## src/rtl/blockfill_pkg.sv

```systemverilog
`timescale 1ns/1ps
package blockfill_pkg;

  typedef enum logic [1:0] {
    ORG_SERIAL = 2'b00,
    ORG_PAGE   = 2'b01,
    ORG_BANKED = 2'b10,
    ORG_RSVD   = 2'b11
  } org_e;

  // Reset contents of flat word index idx = block*WORDS + offset.
  function automatic logic [31:0] fill_word(input int unsigned idx);
    logic [31:0] prod;
    prod = idx * 32'h9E37_79B9;
    return 32'hA5C3_0F00 ^ prod;
  endfunction

endpackage

```

## src/rtl/bf_bank.sv

```systemverilog
`timescale 1ns/1ps
module bf_bank #(
  parameter int ADDR_W  = 4,
  parameter int DATA_W  = 32,
  parameter int WORDS   = 4,
  parameter int BANK_ID = 0
) (
  input  logic              clk,
  input  logic              rst_n,
  input  logic [ADDR_W-1:0] rd_addr,
  output logic [DATA_W-1:0] rd_data
);
  import blockfill_pkg::*;

  localparam int DEPTH = 1 << ADDR_W;

  logic [DATA_W-1:0] cells [DEPTH];

  // Contents are loaded by reset; the model carries no write traffic.
  always_ff @(posedge clk) begin
    if (!rst_n) begin
      for (int i = 0; i < DEPTH; i++) begin
        cells[i] <= DATA_W'(fill_word(int'(i * WORDS + BANK_ID)));
      end
    end
  end

  assign rd_data = cells[rd_addr];

endmodule

```

## src/rtl/bf_sequencer.sv

```systemverilog
`timescale 1ns/1ps
module bf_sequencer #(
  parameter int WORDS = 4,
  parameter int CNT_W = 7,
  parameter int FIRST = 27
) (
  input  logic                     clk,
  input  logic                     rst_n,
  input  logic                     start,
  input  logic [CNT_W-1:0]         step,
  output logic                     busy,
  output logic                     fire,
  output logic                     last,
  output logic [$clog2(WORDS)-1:0] word
);
  localparam int WI_W = $clog2(WORDS);

  logic [CNT_W-1:0] cnt_q, due_q, step_q;
  logic [WI_W-1:0]  word_q;
  logic             busy_q;

  assign busy = busy_q;
  assign word = word_q;
  assign fire = busy_q && (cnt_q == due_q);
  assign last = fire && (word_q == WI_W'(WORDS - 1));

  always_ff @(posedge clk) begin
    if (!rst_n) begin
      busy_q <= 1'b0;
      cnt_q  <= '0;
      due_q  <= '0;
      step_q <= '0;
      word_q <= '0;
    end else if (start) begin
      busy_q <= 1'b1;
      cnt_q  <= CNT_W'(1);
      due_q  <= CNT_W'(FIRST);
      step_q <= step;
      word_q <= '0;
    end else if (busy_q) begin
      if (last) begin
        busy_q <= 1'b0;
      end else begin
        cnt_q <= cnt_q + 1'b1;
        if (fire) begin
          due_q  <= due_q + step_q;
          word_q <= word_q + 1'b1;
        end
      end
    end
  end

endmodule

```

## src/rtl/blockfill_mem.sv

```systemverilog
`timescale 1ns/1ps
module blockfill_mem #(
  parameter int ADDR_W     = 4,
  parameter int DATA_W     = 32,
  parameter int WORDS      = 4,
  parameter int ADDR_CYC   = 1,
  parameter int ACCESS_CYC = 25,
  parameter int PAGE_CYC   = 8,
  parameter int XFER_CYC   = 1
) (
  input  logic              clk,
  input  logic              rst_n,
  input  logic [1:0]        org_sel,
  input  logic              req_valid,
  output logic              req_ready,
  input  logic [ADDR_W-1:0] req_addr,
  output logic              rsp_valid,
  output logic [DATA_W-1:0] rsp_data,
  output logic              rsp_last
);
  import blockfill_pkg::*;

  localparam int FIRST    = ADDR_CYC + ACCESS_CYC + XFER_CYC;
  localparam int MAX_STEP = (ACCESS_CYC > PAGE_CYC) ? ACCESS_CYC : PAGE_CYC;
  localparam int LAST_CYC = FIRST + (WORDS - 1) * MAX_STEP;
  localparam int CNT_W    = $clog2(LAST_CYC + 2);
  localparam int WI_W     = $clog2(WORDS);

  logic              busy, fire, last;
  logic [WI_W-1:0]   word;
  logic              start;
  logic [CNT_W-1:0]  step;
  logic [ADDR_W-1:0] addr_q;
  logic [DATA_W-1:0] bank_q [WORDS];

  assign req_ready = !busy;
  assign start     = req_valid && !busy;

  // Spacing between words for the organization chosen at acceptance.
  always_comb begin
    case (org_e'(org_sel))
      ORG_PAGE:   step = CNT_W'(PAGE_CYC);
      ORG_BANKED: step = CNT_W'(XFER_CYC);
      default:    step = CNT_W'(ACCESS_CYC);
    endcase
  end

  always_ff @(posedge clk) begin
    if (!rst_n) begin
      addr_q <= '0;
    end else if (start) begin
      addr_q <= req_addr;
    end
  end

  bf_sequencer #(
    .WORDS (WORDS),
    .CNT_W (CNT_W),
    .FIRST (FIRST)
  ) u_seq (
    .clk   (clk),
    .rst_n (rst_n),
    .start (start),
    .step  (step),
    .busy  (busy),
    .fire  (fire),
    .last  (last),
    .word  (word)
  );

  for (genvar b = 0; b < WORDS; b++) begin : g_bank
    bf_bank #(
      .ADDR_W  (ADDR_W),
      .DATA_W  (DATA_W),
      .WORDS   (WORDS),
      .BANK_ID (b)
    ) u_bank (
      .clk     (clk),
      .rst_n   (rst_n),
      .rd_addr (addr_q),
      .rd_data (bank_q[b])
    );
  end

  assign rsp_valid = fire;
  assign rsp_last  = last;
  assign rsp_data  = fire ? bank_q[word] : '0;

endmodule

```

## config.mk

```make
export PLATFORM = sky130hd
export DESIGN_NAME = blockfill_mem
export DESIGN_NICKNAME = d
export VERILOG_FILES = /design/src/rtl/blockfill_pkg.sv /design/src/rtl/bf_bank.sv /design/src/rtl/bf_sequencer.sv /design/src/rtl/blockfill_mem.sv
export SDC_FILE = /design/constraint.sdc
export NUM_CORES = 1
export LEC_CHECK = 0
export BUFFER_PORTS_ARGS = -buffer_cell sky130_fd_sc_hd__buf_2
export CORE_ASPECT_RATIO = 0.7
export CORE_MARGIN = 2
export CORE_UTILIZATION = 44
export DETAILED_ROUTE_END_ITERATION = 10
export HOLD_SLACK_MARGIN = 0.12
export SLEW_MARGIN = 20
export SYNTH_ARGS = -nofsm -noshare
export SYNTH_HDL_FRONTEND = slang
export SYNTH_HIERARCHICAL = 1
export SYNTH_SLANG_ARGS = --single-unit
```

## constraint.sdc

```tcl
create_clock -name clk -period 2.4 [get_ports clk]
set_input_delay 0.12 -clock clk [delete_from_list [all_inputs] [get_ports clk]]
set_output_delay 0.12 -clock clk [all_outputs]
set_load 0.005 [all_outputs]
```

# ---- Word level (Yosys, flattened, before mapping)
# Memories as Yosys holds them, arrays and structs flattened. A register that Yosys moved wholly into a read port is not among the register bits.
# Index checks and enable logic that the tools add are counted.
dict set report word_totals {
  memories 4
  elab_cells 59
  reg_bits 28
  ramBits 1920
  inputBits 9
  out_inout_bits 35
}
dict set report classes {
  bitwise_logic 3
  muxes 24
  addsub 3
  order_cmp 1
  n_reduce_logical 11
  n_eq_ne 5
}
# memory words width rd rd_ports_with_merged_regs wr line_no
set memory_table {}
lappend memory_table {{g_bank[0].u_bank.cells} 16 30 1 1 16 bf_bank.sv:17} ;# logic [DATA_W-1:0] cells [DEPTH];
lappend memory_table {{g_bank[1].u_bank.cells} 16 30 1 1 16 bf_bank.sv:17}
lappend memory_table {{g_bank[2].u_bank.cells} 16 30 1 1 16 bf_bank.sv:17}
lappend memory_table {{g_bank[3].u_bank.cells} 16 30 1 1 16 bf_bank.sv:17}
# operator count
set op_table {}
lappend op_table {{2-to-1 mux 32 bit} 3}
lappend op_table {{binary-select mux 32 bit (select 2 bit)} 1}
lappend op_table {{2-to-1 mux 4 bit} 8}
lappend op_table {{2-to-1 mux 5 bit} 4}
lappend op_table {{case mux 5 bit (2 select lines)} 1}
lappend op_table {{adder 7 x 1 -> 7 bit (second input constant)} 1}
lappend op_table {{adder 7 bit} 1}
lappend op_table {{equality test 7 bit} 1}
lappend op_table {{2-to-1 mux 1 bit} 7}
lappend op_table {{AND reduction 3 bit} 2}
lappend op_table {{equality test 2 bit (second input constant)} 2}
lappend op_table {{AND reduction 2 bit} 2}
lappend op_table {{nonzero test 2 bit} 2}
lappend op_table {{>= comparator 3 bit (second input constant)} 1}
lappend op_table {{logical AND 1 bit} 3}
lappend op_table {{inverter 2 -> 3 bit} 1}
lappend op_table {{adder 2 x 1 -> 2 bit (second input constant)} 1}
lappend op_table {{equality test 2 x 1 -> 1 bit (second input constant)} 1}
lappend op_table {{inequality test 2 x 1 -> 1 bit (second input constant)} 1}
lappend op_table {{inverter 1 bit} 2}
lappend op_table {{OR reduction 2 bit} 1}
lappend op_table {{zero test 1 bit} 1}

# ---- Logic depth before layout (Yosys ltp)
dict set report depth {
  ltp_word 6
  mapped_depth 9
  ltp_nobuf 7
}

# ---- Cells and area by module
# The synthesis kept the hierarchy.
# mod seq_area_each_um2 cells_per_inst instances area_per_inst_um2
set by_module_without_submodules {}
lappend by_module_without_submodules {bf_sequencer 480.5 149 1 1392.6}
lappend by_module_without_submodules {blockfill_mem 80.1 133 1 1206.2}
lappend by_module_without_submodules {{bf_bank (g_bank[1].u_bank)} 0.0 96 1 659.4}
lappend by_module_without_submodules {{bf_bank (g_bank[0].u_bank)} 0.0 88 1 636.9}
lappend by_module_without_submodules {{bf_bank (g_bank[3].u_bank)} 0.0 91 1 636.9}
lappend by_module_without_submodules {{bf_bank (g_bank[2].u_bank)} 0.0 86 1 570.5}

# ---- Worst setup path after synthesis
# OpenSTA, ideal clock, no wires.
dict set report synth_timing {
  kind {reg2out}
  startpoint {reg addr_q[1] (netlist name)}
  endpoint {out rsp_data[14]}
  stages_incl_launch_ff 6
  n_path_buf 0
  required_time_ns 2.280
  setup_slack_ns -0.111
  arrival_time_ns 2.391
  cell_sequence {dfxtp_1 -> inv_1 -> ha_1 -> mux4_2 -> mux2i_1 -> o22ai_1}
}
# item line_no
set synth_rtl {}
lappend synth_rtl {{end, declared} blockfill_mem.sv:18} ;# output logic [DATA_W-1:0] rsp_data,

==> results.txt <==
Clock skew: 0.00241 ns
# port buffers: 43
Clock insertion delay at the later pin of the skew report: 0.26 ns
Die area: 12500 um2
Worst reg-to-reg setup slack: 0.33 ns
RR Endpoint: u_seq/due_q[6]$_SDFFE_PP0P_
GRT Overall Usage: 22.0%
Hold crit path type: in2reg
Design Power: 1.91 mW
Global route overflow: 0
Final WL: 13.9 mm
Drt first pass iters: 5
Area Overhead vs Synth: 4.66%
Cell family with most CP delay: compound AO/OA/AOI/OAI gates
Syn. warnings: 6
Final core area utilization: 47.8%
DP HPWL: 10.5 mm
Required @ worst endpoint: 2.28 ns
Worst Setup End Kind: primary output
Clock Path Buffers: 2
Total CTS buffers: 3
Post-Syn Instances: 643
Slew Viols, Final: 0
Initial Util: 45.7%
CTS tree: yes
P per Cell Area: 357 nW/um2
Register area share after synthesis: 11.0%
Final GP Congestion: 0.959
Hold Vio Cnt, Final: 0
Fmax: 427 MHz
Critical path startpoint category: register
Number of inserted diodes: 0
Reg2reg start: u_seq/due_q[0]$_SDFFE_PN0P_
Hold Crit Start: req_addr[3]
Core ar.: 11200 um2
Share of layout cells above drive strength 1: 18.9%
Worst setup path class: reg2out
Synthesized cell area: 5100 um2
Clk pin slew, worst setup/hold paths: 0.07 ns
Post-DRT Antenna Nets: 0
WP data arrival: 2.22 ns
RSZ-0062 raised after global routing: yes
# rows: 32
Initial antenna violation count: 0
Nets: 715
H-tree depth: 1
Crit path cell chain: inv_1, buf_4, ha_1, a211oi_2, a21oi_1, mux2i_1, o22ai_1, buf_2
Final min period: 2.34 ns
Period utilization: 97.6%
Max_cap viols: 0
Number of I/O pins: 44
Wirelength per Cell: 17.2 um
Setup TNS: 0 ns
Crit path depth: 8
Hold Path Stages: 3
Die Y: 94.1 um
Post-synth ARST share: 0%
#FFs+latches synth: 28
Slowest stage delay, CP: 0.45 ns
Run status: finished, final reports clean
Worst path buffer plus inverter count: 3
Clk sinks: 28
First-pass GRT wire length: 22.3 mm
Synth unique cells: 67
Vias in the first global route: 4169
Synth Flop Type: dfxtp_1
Via count: 4641
DRC Markers: 0
1st-iter DRT viols: 326
Via density: 5.73
Average cell area after synthesis: 7.94 um2
Pin count of the biggest net entering global routing: 66
Max VDD drop: 272 uV
Leakage: 2.15 nW
Setup violators final: 0
Worst R2R Path Depth: 7
Number of synthesized flops with an enable pin: 0
CTS root buf: clkbuf_16
Hold path endpoint: addr_q[3]$_SDFFE_PN0P_
Critical-path top delay cell: dfxtp_4
Die width: 133 um
Critical-path maximum fanout: 13
layout make-up:
| type | count | area, um2 |
|---|---|---|
| tap | 153 | 191 |
| sequential | 28 | 579 |
| multi-input combinational | 522 | 3880 |
| inverter | 27 | 105 |
| clock buffer | 4 | 78.8 |
| fill | 1092 | 5830 |
| timing repair buffer | 76 | 503 |
routing by layer:
layer  vias up  global-route usage, %  wire (um)
met2       157                   30.8       5430
met3        13                   3.18       1080
met1      2171                   35.3       7270
met4         0                   2.42        116
met5         -                      0          0
li1       2300                      -          -
where the power goes:
group          total [mW]  leakage, nW  internal [mW]  switching [mW]
registers           0.541        0.233          0.489          0.0512
clock network       0.387       0.0382          0.228           0.159
logic               0.979         1.88          0.413           0.565
cells in the final DEF, fill, tap and decap left out, types with 9 or more instances in the layout:
cell	netlist	final
xnor2_1	16	16
mux2i_1	90	89
conb_1	7	12
ha_1	47	45
buf_2	10	43
a21o_1	12	12
a21oi_1	49	49
nor2b_1	20	18
buf_4	35	29
dfxtp_1	28	23
inv_1	21	20
nand2_1	42	41
nand2b_1	16	16
nor2_1	29	27
o21ai_1	9	9
o22ai_1	35	35
o21ai_0	34	34
through the flow:
stage               worst slack [ns]  hold slack (ns)  area [um2]  cells
floorplan                      0.253            0.248        5120    648
global placement               0.262            0.378        5180    802
detailed placement             0.228            0.392        5180    802
CTS                           0.0297            0.123        5280    807
global route                 -0.0296            0.152        5340    810
finish                        0.0584            0.120        5340    810
synth_stat cells, drive strengths merged, types with 3 or more instances:
library cell | n | area (um2)
nand3 | 5 | 25.0
o22ai | 35 | 219
mux2 | 5 | 56.3
o211ai | 3 | 22.5
o311a | 3 | 30.0
ha | 47 | 588
a21boi | 6 | 45.0
nand4 | 8 | 56.3
nand2b | 16 | 100
xnor2 | 17 | 156
mux2i | 90 | 901
nor3b | 3 | 22.5
a21oi | 50 | 254
conb | 7 | 26.3
dfxtp | 28 | 561
or3 | 4 | 25.0
o31ai | 3 | 27.5
xor2 | 5 | 51.3
or2 | 6 | 37.5
o21bai | 3 | 22.5
nand3b | 4 | 30.0
nand2 | 42 | 158
a21o | 12 | 90.1
inv | 27 | 101
clkbuf | 6 | 22.5
nor3 | 8 | 62.6
a211oi | 9 | 77.6
buf | 65 | 579
nor2 | 32 | 133
a31oi | 7 | 43.8
o21ai | 44 | 224
nor2b | 21 | 134
registers in the layout, indices dropped and copies added, names as in the netlist:
name          flops
u_seq/word        2
u_seq/due_q       7
u_seq/step_q      7
addr_q            4
u_seq/busy        1
u_seq/cnt_q       7
kinds of logic (layout without fill, tap and decap cells):
logic type | Yosys count | count (layout) | synth area share [%]
other | 7 | 12 | 0.515
AND/OR/NAND/NOR | 155 | 155 | 16.2
buffers and inverters | 98 | 107 | 13.8
AO/OA/AOI/OAI | 188 | 188 | 22.9
adder cells (fa/ha/maj) | 48 | 48 | 11.9
flip-flops | 28 | 28 | 11.0
multiplexers | 97 | 97 | 19.6
XOR/XNOR | 22 | 22 | 4.07
tightest hold or removal path: stages:
cell and delay [ns]:
buf_2 0.07, mux2i_1 0.05, nor2b_1 0.10
how the worst max path moves through the flow:
stage	startpoint	endpoint	slack, ns
2_1_floorplan	addr_q[0]$_SDFFE_PN0P_	rsp_data[14]	0.25
3_3_place_gp	addr_q[1]$_SDFFE_PN0P_	rsp_data[6]	0.26
6_report	addr_q[0]$_SDFFE_PN0P_	rsp_data[17]	0.06
5_1_grt	addr_q[0]$_SDFFE_PN0P_	rsp_data[17]	-0.03
4_1_cts	addr_q[3]$_SDFFE_PN0P_	rsp_data[7]	0.03
3_5_place_dp	addr_q[0]$_SDFFE_PN0P_	rsp_data[8]	0.23
timing repair:
action / in CTS / in global routing
endpoints found under the hold margin: 1 / 0
gates cloned: 0 / 0
buffers inserted: 0 / 3
setup endpoints to repair: 13 / 32
hold buffers: 1 / 0
gates resized for setup: 4 / 8
No activity file was read; power rests on OpenSTA's default activity.
